File: config.mk
export PLATFORM = sky130hd
export DESIGN_NAME = nor_cmd_seq
export DESIGN_NICKNAME = d
export VERILOG_FILES = /design/src/rtl/nor_seq_pkg.sv /design/src/rtl/nor_cmd_table.sv /design/src/rtl/nor_wr_cycle.sv /design/src/rtl/nor_sync.sv /design/src/rtl/nor_cmd_seq.sv
export SDC_FILE = /design/constraint.sdc
export NUM_CORES = 1
export LEC_CHECK = 0
export ABC_AREA = 1
export BUFFER_PORTS_ARGS = -buffer_cell sky130_fd_sc_hd__buf_2
export CAP_MARGIN = 20
export CORE_AREA = 4 4 131 101
export DETAILED_ROUTE_END_ITERATION = 7
export DIE_AREA = 0 0 135 105
export SYNTH_ARGS = -nofsm -noshare
export SYNTH_HDL_FRONTEND = slang
export SYNTH_SLANG_ARGS = --single-unit
export TNS_END_PERCENT = 1
File: constraint.sdc
create_clock -name clk -period 2.3 [get_ports clk]
set_clock_uncertainty 0.15 [all_clocks]
set_input_delay 0 -clock clk [delete_from_list [all_inputs] [get_ports clk]]
set_output_delay 0 -clock clk [all_outputs]
set_load 0.1 [all_outputs]
File: src/rtl/nor_seq_pkg.sv
package nor_seq_pkg;

    localparam int FL_ADDR_W = 23;
    localparam int FL_DATA_W = 8;
    localparam int SECT_LSB  = 16;
    localparam int STEP_W    = 3;

    localparam logic [FL_DATA_W-1:0] KEY_1      = 8'hAA;
    localparam logic [FL_DATA_W-1:0] KEY_2      = 8'h55;
    localparam logic [FL_DATA_W-1:0] CMD_ERASE  = 8'h80;
    localparam logic [FL_DATA_W-1:0] CMD_WRITE  = 8'hA0;
    localparam logic [FL_DATA_W-1:0] CMD_WHOLE  = 8'h10;
    localparam logic [FL_DATA_W-1:0] CMD_BLOCK  = 8'h30;

    typedef enum logic [1:0] {
        OP_READ  = 2'b00,
        OP_PROG  = 2'b01,
        OP_SECT  = 2'b10,
        OP_CHIP  = 2'b11
    } nor_op_e;

    typedef enum logic [2:0] {
        S_IDLE, S_CMD, S_DLY, S_POLL, S_RD_SET, S_RD_OE
    } seq_state_e;

    typedef enum logic [2:0] {
        W_IDLE, W_SETUP, W_LOW, W_HOLD, W_REC
    } wr_phase_e;

    typedef struct packed {
        logic [FL_ADDR_W-1:0] addr;
        logic [FL_DATA_W-1:0] data;
    } bus_cyc_t;

    // Index of the final command cycle for an operation.
    function automatic logic [STEP_W-1:0] seq_last(input nor_op_e op);
        return (op == OP_PROG) ? STEP_W'(3) : STEP_W'(5);
    endfunction

    // Address/data pair of one command cycle.
    function automatic bus_cyc_t seq_cycle(
        input nor_op_e              op,
        input logic [STEP_W-1:0]    step,
        input logic [FL_ADDR_W-1:0] tgt,
        input logic [FL_DATA_W-1:0] wd,
        input logic [FL_ADDR_W-1:0] ua,
        input logic [FL_ADDR_W-1:0] ub
    );
        bus_cyc_t c;
        case (step)
            3'd0:    c = '{addr: ua, data: KEY_1};
            3'd1:    c = '{addr: ub, data: KEY_2};
            3'd2:    c = '{addr: ua, data: (op == OP_PROG) ? CMD_WRITE : CMD_ERASE};
            3'd3:    c = (op == OP_PROG) ? '{addr: tgt, data: wd} : '{addr: ua, data: KEY_1};
            3'd4:    c = '{addr: ub, data: KEY_2};
            default: c = (op == OP_CHIP) ? '{addr: ua, data: CMD_WHOLE}
                       : '{addr: {tgt[FL_ADDR_W-1:SECT_LSB], {SECT_LSB{1'b0}}}, data: CMD_BLOCK};
        endcase
        return c;
    endfunction

endpackage

File: src/rtl/nor_cmd_table.sv
module nor_cmd_table
    import nor_seq_pkg::*;
#(
    parameter logic [FL_ADDR_W-1:0] UNLOCK_A = 23'h000AAA,
    parameter logic [FL_ADDR_W-1:0] UNLOCK_B = 23'h000555
) (
    input  nor_op_e              op,
    input  logic [STEP_W-1:0]    step,
    input  logic [FL_ADDR_W-1:0] tgt,
    input  logic [FL_DATA_W-1:0] wdata,
    output bus_cyc_t             cyc,
    output logic                 is_last
);
    always_comb begin
        cyc     = seq_cycle(op, step, tgt, wdata, UNLOCK_A, UNLOCK_B);
        is_last = (step == seq_last(op));
    end
endmodule

File: src/rtl/nor_wr_cycle.sv
module nor_wr_cycle
    import nor_seq_pkg::*;
#(
    parameter int WE_LOW = 3,
    parameter int RECOV  = 2
) (
    input  logic                 clk,
    input  logic                 rst,
    input  logic                 start,
    input  bus_cyc_t             cyc_in,
    output logic [FL_ADDR_W-1:0] bus_addr,
    output logic [FL_DATA_W-1:0] bus_dq,
    output logic                 bus_drive,
    output logic                 bus_ce_n,
    output logic                 bus_we_n,
    output logic                 fin
);
    localparam int T_MAX = (WE_LOW > RECOV) ? WE_LOW : RECOV;
    localparam int CW    = $clog2(T_MAX + 1);

    wr_phase_e       ph;
    logic [CW-1:0]   cnt;
    bus_cyc_t        cyc_q;
    logic            fin_q;

    always_ff @(posedge clk) begin
        if (rst) begin
            ph    <= W_IDLE;
            cnt   <= '0;
            cyc_q <= '0;
            fin_q <= 1'b0;
        end else begin
            fin_q <= 1'b0;
            case (ph)
                W_IDLE: if (start) begin
                    cyc_q <= cyc_in;
                    ph    <= W_SETUP;
                end
                W_SETUP: begin
                    cnt <= CW'(WE_LOW - 1);
                    ph  <= W_LOW;
                end
                W_LOW: if (cnt == '0) ph <= W_HOLD;
                       else cnt <= cnt - 1'b1;
                W_HOLD: begin
                    cnt <= CW'(RECOV - 1);
                    ph  <= W_REC;
                end
                W_REC: if (cnt == '0) begin
                    ph    <= W_IDLE;
                    fin_q <= 1'b1;
                end else cnt <= cnt - 1'b1;
                default: ph <= W_IDLE;
            endcase
        end
    end

    always_comb begin
        bus_addr  = cyc_q.addr;
        bus_dq    = cyc_q.data;
        bus_drive = (ph == W_SETUP) || (ph == W_LOW) || (ph == W_HOLD);
        bus_ce_n  = !bus_drive;
        bus_we_n  = (ph != W_LOW);
        fin       = fin_q;
    end
endmodule

File: src/rtl/nor_sync.sv
module nor_sync #(
    parameter int STAGES = 2
) (
    input  logic clk,
    input  logic rst,
    input  logic d,
    output logic q
);
    logic [STAGES-1:0] sh;

    always_ff @(posedge clk) begin
        if (rst) sh <= '0;
        else     sh <= {sh[STAGES-2:0], d};
    end

    assign q = sh[STAGES-1];
endmodule

File: src/rtl/nor_cmd_seq.sv
module nor_cmd_seq
    import nor_seq_pkg::*;
#(
    parameter logic [FL_ADDR_W-1:0] UNLOCK_A    = 23'h000AAA,
    parameter logic [FL_ADDR_W-1:0] UNLOCK_B    = 23'h000555,
    parameter int                   WE_LOW      = 3,
    parameter int                   RECOV       = 2,
    parameter int                   BUSY_DLY    = 4,
    parameter int                   READ_WAIT   = 2,
    parameter int                   SYNC_STAGES = 2
) (
    input  logic                 clk,
    input  logic                 rst,
    input  logic                 req_valid,
    output logic                 req_ready,
    input  logic [1:0]           req_op,
    input  logic [FL_ADDR_W-1:0] req_addr,
    input  logic [FL_DATA_W-1:0] req_wdata,
    output logic                 done,
    output logic [FL_DATA_W-1:0] rd_data,
    output logic [FL_ADDR_W-1:0] flash_addr,
    output logic [FL_DATA_W-1:0] flash_dq_o,
    output logic                 flash_dq_oe,
    input  logic [FL_DATA_W-1:0] flash_dq_i,
    output logic                 flash_ce_n,
    output logic                 flash_oe_n,
    output logic                 flash_we_n,
    input  logic                 flash_rdy
);
    localparam int CNT_MAX = (BUSY_DLY > READ_WAIT) ? BUSY_DLY : READ_WAIT;
    localparam int CNT_W   = $clog2(CNT_MAX + 1);

    seq_state_e           st;
    nor_op_e              op_q;
    logic [FL_ADDR_W-1:0] tgt_q;
    logic [FL_DATA_W-1:0] wd_q;
    logic [STEP_W-1:0]    step_q;
    logic                 issue_q;
    logic [CNT_W-1:0]     cnt_q;
    logic                 done_q;
    logic [FL_DATA_W-1:0] rd_q;

    bus_cyc_t             cyc;
    logic                 last;
    logic                 wr_start, wr_fin, wr_drive, wr_ce_n, wr_we_n;
    logic [FL_ADDR_W-1:0] wr_addr;
    logic [FL_DATA_W-1:0] wr_dq;
    logic                 rdy_s;
    logic                 rd_phase;

    nor_cmd_table #(.UNLOCK_A(UNLOCK_A), .UNLOCK_B(UNLOCK_B)) u_tab (
        .op(op_q), .step(step_q), .tgt(tgt_q), .wdata(wd_q),
        .cyc(cyc), .is_last(last)
    );

    nor_wr_cycle #(.WE_LOW(WE_LOW), .RECOV(RECOV)) u_wr (
        .clk(clk), .rst(rst), .start(wr_start), .cyc_in(cyc),
        .bus_addr(wr_addr), .bus_dq(wr_dq), .bus_drive(wr_drive),
        .bus_ce_n(wr_ce_n), .bus_we_n(wr_we_n), .fin(wr_fin)
    );

    nor_sync #(.STAGES(SYNC_STAGES)) u_rdy (
        .clk(clk), .rst(rst), .d(flash_rdy), .q(rdy_s)
    );

    assign wr_start  = (st == S_CMD) && issue_q;
    assign req_ready = (st == S_IDLE) && !done_q;

    always_ff @(posedge clk) begin
        if (rst) begin
            st      <= S_IDLE;
            op_q    <= OP_READ;
            tgt_q   <= '0;
            wd_q    <= '0;
            step_q  <= '0;
            issue_q <= 1'b0;
            cnt_q   <= '0;
            done_q  <= 1'b0;
            rd_q    <= '0;
        end else begin
            done_q <= 1'b0;
            case (st)
                S_IDLE: if (req_valid && req_ready) begin
                    op_q   <= nor_op_e'(req_op);
                    tgt_q  <= req_addr;
                    wd_q   <= req_wdata;
                    step_q <= '0;
                    if (nor_op_e'(req_op) == OP_READ) begin
                        st <= S_RD_SET;
                    end else begin
                        st      <= S_CMD;
                        issue_q <= 1'b1;
                    end
                end
                S_CMD: begin
                    if (issue_q) issue_q <= 1'b0;
                    if (wr_fin) begin
                        if (last) begin
                            st    <= S_DLY;
                            cnt_q <= CNT_W'(BUSY_DLY - 1);
                        end else begin
                            step_q  <= step_q + 1'b1;
                            issue_q <= 1'b1;
                        end
                    end
                end
                S_DLY: if (cnt_q == '0) st <= S_POLL;
                       else cnt_q <= cnt_q - 1'b1;
                S_POLL: if (rdy_s) begin
                    st     <= S_IDLE;
                    done_q <= 1'b1;
                end
                S_RD_SET: begin
                    st    <= S_RD_OE;
                    cnt_q <= CNT_W'(READ_WAIT - 1);
                end
                S_RD_OE: if (cnt_q == '0) begin
                    rd_q   <= flash_dq_i;
                    done_q <= 1'b1;
                    st     <= S_IDLE;
                end else cnt_q <= cnt_q - 1'b1;
                default: st <= S_IDLE;
            endcase
        end
    end

    always_comb begin
        rd_phase    = (st == S_RD_SET) || (st == S_RD_OE);
        flash_addr  = rd_phase ? tgt_q : wr_addr;
        flash_dq_o  = wr_dq;
        flash_dq_oe = wr_drive && !rd_phase;
        flash_ce_n  = rd_phase ? 1'b0 : wr_ce_n;
        flash_oe_n  = (st != S_RD_OE);
        flash_we_n  = wr_we_n;
        done        = done_q;
        rd_data     = rd_q;
    end
endmodule

* After elaboration in Yosys (flattened, before gate mapping)
Index checks and enable logic that the tools add are counted.
** Storage, ports and cells
- Output and inout bits :: 45
- Bits in registers :: 91
** Operators by class
- Bitwise gates (word level) :: 1
- Reduce and logical (&&, ||, !) cells :: 32
- Mux-type cells :: 38
- Add/sub/neg operators :: 3
- Equality and inequality tests :: 31
** Operators with widths (count)
- 31-bit case mux with 4 select lines :: 1
- 31-bit 2-to-1 mux :: 2
- 3-bit 2-to-1 mux :: 17
- 23-bit 2-to-1 mux :: 1
- 3-bit by 2-bit equality test with 1-bit output (second input constant) :: 6
- 3-bit case mux with 6 select lines :: 1
- 3-bit case mux with 5 select lines :: 1
- 2-bit != test (second input constant) :: 7
- 3-bit equality test (second input constant) :: 4
- 3-bit zero test :: 4
- 2-bit by 1-bit != test with 1-bit output (second input constant) :: 6
- 3-bit by 1-bit equality test with 1-bit output (second input constant) :: 3
- 3-bit case mux with 3 select lines :: 1
- 1-bit 2-to-1 mux :: 8
- 2-bit AND reduction :: 4
- 4-bit AND reduction :: 2
- 2-bit OR reduction :: 4
- 6-bit 2-to-1 mux :: 1
- 2-bit case mux with 3 select lines :: 1
- 3-bit case mux with 2 select lines :: 1
- 3-bit AND reduction :: 2
- 6-bit AND reduction :: 1
- 3-bit nonzero test :: 2
- 1-bit logical AND :: 4
- 15 further kinds :: 21

* Longest topological paths before layout
- Word-level depth :: 6
- Mapped depth :: 11
- Depth with buffers taken out :: 11

* By module
From an unflattened synthesis, not the netlist that was laid out.
** Unflattened totals
- Cells, all modules :: 650
- Area, all modules :: 4668.2 um^2
** By module, submodules not included
- nor_cmd_seq :: cells each 345, instances 1, area an instance 2453.6 um^2
- nor_wr_cycle :: cells each 185, instances 1, area an instance 1611.5 um^2
- nor_cmd_table :: cells each 114, instances 1, area an instance 548.0 um^2
- nor_sync :: cells each 6, instances 1, area an instance 55.1 um^2

* Worst setup path after synthesis
OpenSTA, ideal clock, no wires.
- Kind :: reg2out
- Start point :: register st[0]
- End point :: output flash_addr[10]
- Data required time :: 2.150 ns
- Data arrival time :: 3.769 ns
- Path buffers :: 1
- Cell stages (with the launch flop) :: 6
- Path slack :: -1.619 ns
- Path through :: dfxtp_1 > nand3_2 > nand2_2 > inv_2 > clkbuf_1 > o21ai_0
** On the way
- Cells in the longest elaborated chain, start to end :: 3
- Elaborated cells between the ends (all ways) :: 4
- Those cells by class :: eq/ne: 2; mux: 1; reduce/logical: 1
** RTL lines
- from (decl) :: line nor_cmd_seq.sv:33 : seq_state_e st;
- from (signal assigned) :: line nor_cmd_seq.sv:71 : st <= S_IDLE;
- from (signal assigned) :: line nor_cmd_seq.sv:89 : st <= S_RD_SET;
- from (signal assigned) :: line nor_cmd_seq.sv:91 : st <= S_CMD;
- 3-bit equality test :: line nor_cmd_seq.sv:128 : rd_phase = (st == S_RD_SET) || (st == S_RD_OE);
- 1-bit logical OR * :: line nor_cmd_seq.sv:128
- 23-bit 2-to-1 mux * :: line nor_cmd_seq.sv:129 : flash_addr = rd_phase ? tgt_q : wr_addr;
- to (decl) :: line nor_cmd_seq.sv:21 : output logic [FL_ADDR_W-1:0] flash_addr,
Mark *: on every way between the ends. The rest lies on a longest branch, timed or not.

* Worst setup path in the final report
- Start point :: register st[0]
- End point :: output flash_dq_oe
** On the way
- Cells in the longest elaborated chain, start to end :: 4
- Elaborated cells between the ends (all ways) :: 5
- Those cells by class :: eq/ne: 2; reduce/logical: 3
** RTL lines
- 3-bit equality test :: line nor_cmd_seq.sv:128
- 1-bit logical OR * :: line nor_cmd_seq.sv:128
- 1-bit zero test * :: line nor_cmd_seq.sv:131 : flash_dq_oe = wr_drive && !rd_phase;
- 1-bit logical AND * :: line nor_cmd_seq.sv:131
- to (decl) :: line nor_cmd_seq.sv:23 : output logic flash_dq_oe,
Marks and branches as above.

==> flow_summary.yaml <==
yosys:
  ys_types: 31
  syn_area_mm2: 0.00411
  synth_seq_cells: 91
  synth_most_common_cell: "nand2_1"
  syn_avg_cell_area_um2: 7.09
  synth_flop_cell: "dfxtp_1"
  synthTopCellsByArea: "dfxtp_1 44%, nand2_1 11%, a21oi_1 8.3%"
  yosysWarnings: 0
  synth_commonest_cells: "123 x nand2_1, 91 x dfxtp_1, 68 x a21oi_1, 61 x o21ai_0, 58 x inv_1"
  synth-edff-count: 0
  syn-num-nets: 633
  ys_seq_area_frac: 0.443
  ys_async_sr_fraction: 0
  synth_cells: 580
  synth_top_area_frac: 0.443
  post-synth-top-area-cell: "dfxtp_1"
timing:
  rsz0062_at_grt: "false"
  finalCritPeriodShare: 0.932
  max_slew.worst_pin.slew_ns: 0.705
  post-route-min-period_ns: 2.14
  slew-limit-headroom: 0.529
  hold_viol: 0
  slew_viol_final: 0
  max_freq_mhz: 467
  setup_tns_ns: 0
  holdWs_ns: 0.0646
  finalSetupViolCount: 0
outcome:
  outcome: "completed"
cts:
  numClockSinks: 91
  root_buffer: "clkbuf_16"
  cts_tree: "yes"
  numCtsBuffers: 9
  clkSlewWorstSetupHoldPaths_ns: 0.07
  cts_max_path_buffers: 2
  cts_setup_buffers: 0
  clock_latency_ns: 0.34
  h-tree-depth: 3
routing:
  via_per_inst: 4.80
  drt-total-wl_um: 11800
  drc: 0
  postRouteAntennaNets: 0
  drt-initial-drc-count: 301
  dr.pass1.iters: 5
  wire_per_inst_um: 13.3
  num_vias: 4254
placed_design:
  hpwl_um: 8130
  gp_congestion: 0.797
  place_inst: 815
  placed_cell_area_mm2: 0.00518
  io_buffers: 89
worst_hold_path:
  holdPathEnd: "u_rdy.sh[1]"
  holdPathStages: 3
  hold_start: "rst"
  hold_path.class: "input port to register"
final_layout:
  nets: 769
  multi_input_area_mm2: 0.00210
  antenna_cells: 0
  final_util: 0.508
  drive_above_1_share: 0.222
  design_area_mm2: 0.00611
  area_delta_synth_final_pct: 48.7
  regArea_mm2: 0.00182
  fin_cells: 887
  nFillCells: 1087
global_routing:
  grt_pass1_vias: 4039
  grt_use_met2: 0.276
  grt_use_met1: 0.217
  antenna_found_initial: 0
  grt-busiest-layer: "met2"
  overflow: 0
  grt_usage: 0.168
  grt_use_met3: 0.0438
  grt_max_degree: 38
  grt_first_pass_wirelength_um: 19300
die:
  num_rows: 35
  ios: 90
  die_x_um: 135
  die_area_mm2: 0.0142
  start_util: 0.341
  fp.dieH_um: 105
  placeableCoreArea_mm2: 0.0120
worst_setup_path:
  reg2reg_depth: 7
  r2r_end: "tgt_q[22]"
  crit_path_max_fanout: 16
  crit_required_ns: 2.15
  r2r_start: "st[0]"
  cp-start-kind: "register"
  startpoint: "st[0]"
  reg2reg_slack_ns: 0.20
  cp.arrival_ns: 1.99
  path_class: "register to primary output"
  crit_path_end_kind: "primary output"
power_and_ir_drop:
  p_leak_nw: 2.54
  powerDensity_mw_per_mm2: 1230
  ir_drop_mv: 0.926
run:
  cap_violations: 0
worst max-delay path by stage:
| stage | slack [ns] | cells after the start | to |
|---|---|---|---|
| floorplan | -0.04 | 5 | flash_addr[0] |
| global placement | 0.28 | 7 | tgt_q[1] |
| detailed placement | 0.21 | 7 | u_wr.bus_addr[4] |
| CTS | 0.08 | 7 | flash_addr[17] |
| global route | 0.03 | 7 | u_wr.bus_addr[11] |
| finish | 0.16 | 6 | flash_dq_oe |
where the power goes:
| group | internal [mW] | switching, mW | total, mW |
|---|---|---|---|
| registers | 1.89 | 0.211 | 2.10 |
| clock network | 1.09 | 0.619 | 1.71 |
| logic | 1.06 | 2.62 | 3.68 |
kinds of logic (layout without fill, tap and decap cells):
logic type,after synthesis,in the layout,share of synthesized area
adders and majority gates,8,8,0.0243
and+or+nand+nor,216,216,0.226
DFF,91,91,0.443
xor gates and xnor gates,1,1,0.00213
AOI/OAI and AO/OA,168,168,0.211
buffers and inverters,96,237,0.0931
cells in the final DEF (no fill, tap or decap), drive strengths merged:
| master | synthesis | layout |
|---|---|---|
| or2 | 1 | 1 |
| ha | 8 | 8 |
| o31ai | 1 | 1 |
| a31oi | 12 | 12 |
| dfxtp | 91 | 91 |
| xnor2 | 1 | 1 |
| nand3 | 33 | 33 |
| nor2 | 48 | 48 |
| o211ai | 1 | 1 |
| buf | 14 | 92 |
| bufinv | 0 | 3 |
| dlygate4sd3 | 0 | 56 |
| nor3 | 4 | 4 |
| and2 | 1 | 1 |
| clkinv | 1 | 2 |
| nand2 | 124 | 124 |
| o21ai | 85 | 85 |
| clkinvlp | 0 | 1 |
| clkbuf | 16 | 17 |
| nand4 | 5 | 5 |
| inv | 65 | 66 |
| a21oi | 69 | 69 |
sequential cells by signal, indices dropped and copies added, names as in the netlist:
name	cells
op_q	2
issue_q	1
u_wr.fin	1
u_wr.cnt	2
done	1
rd_data	8
u_wr.bus_dq	8
st	3
wd_q	8
step_q	3
u_rdy.sh	2
cnt_q	3
tgt_q	23
u_wr.bus_addr	23
u_wr.ph	3
repair_timing:
action,CTS,global route
resized for setup,0,8
setup endpoints to repair,0,11
hold endpoints to repair,44,0
hold buffers,56,0
critical path, cell delays in order (launching register included):
cell and delay, ns:
dfxtp_1 0.51, nor2_2 0.10, nand2_1 0.14, nand2_2 0.09
buf_4 0.22, nor3_4 0.14, buf_2 0.45
metrics by stage:
stage / power, mW / worst slack, ns
global placement: 5.61 / 0.280
global route: 7.95 / 0.0271
CTS: 7.53 / 0.0791
finish: 7.49 / 0.157
detailed placement: 5.67 / 0.207
floorplan: 4.82 / -0.0359
layout make-up:
class	instances	share of cell area
clock inverters	6	0.0182
multi-input cells	393	0.343
flip-flops and latches	91	0.298
clock buffers	10	0.0391
well taps	166	0.0340
inverters	66	0.0405
repair buffers	155	0.227
routing by layer:
metal | vias up | wire length [µm]
met1 | 1969 | 5630
met5 | - | 0
met4 | 0 | 184
li1 | 2167 | -
met3 | 17 | 547
met2 | 101 | 5430
Power figures use the tool's default switching activity.
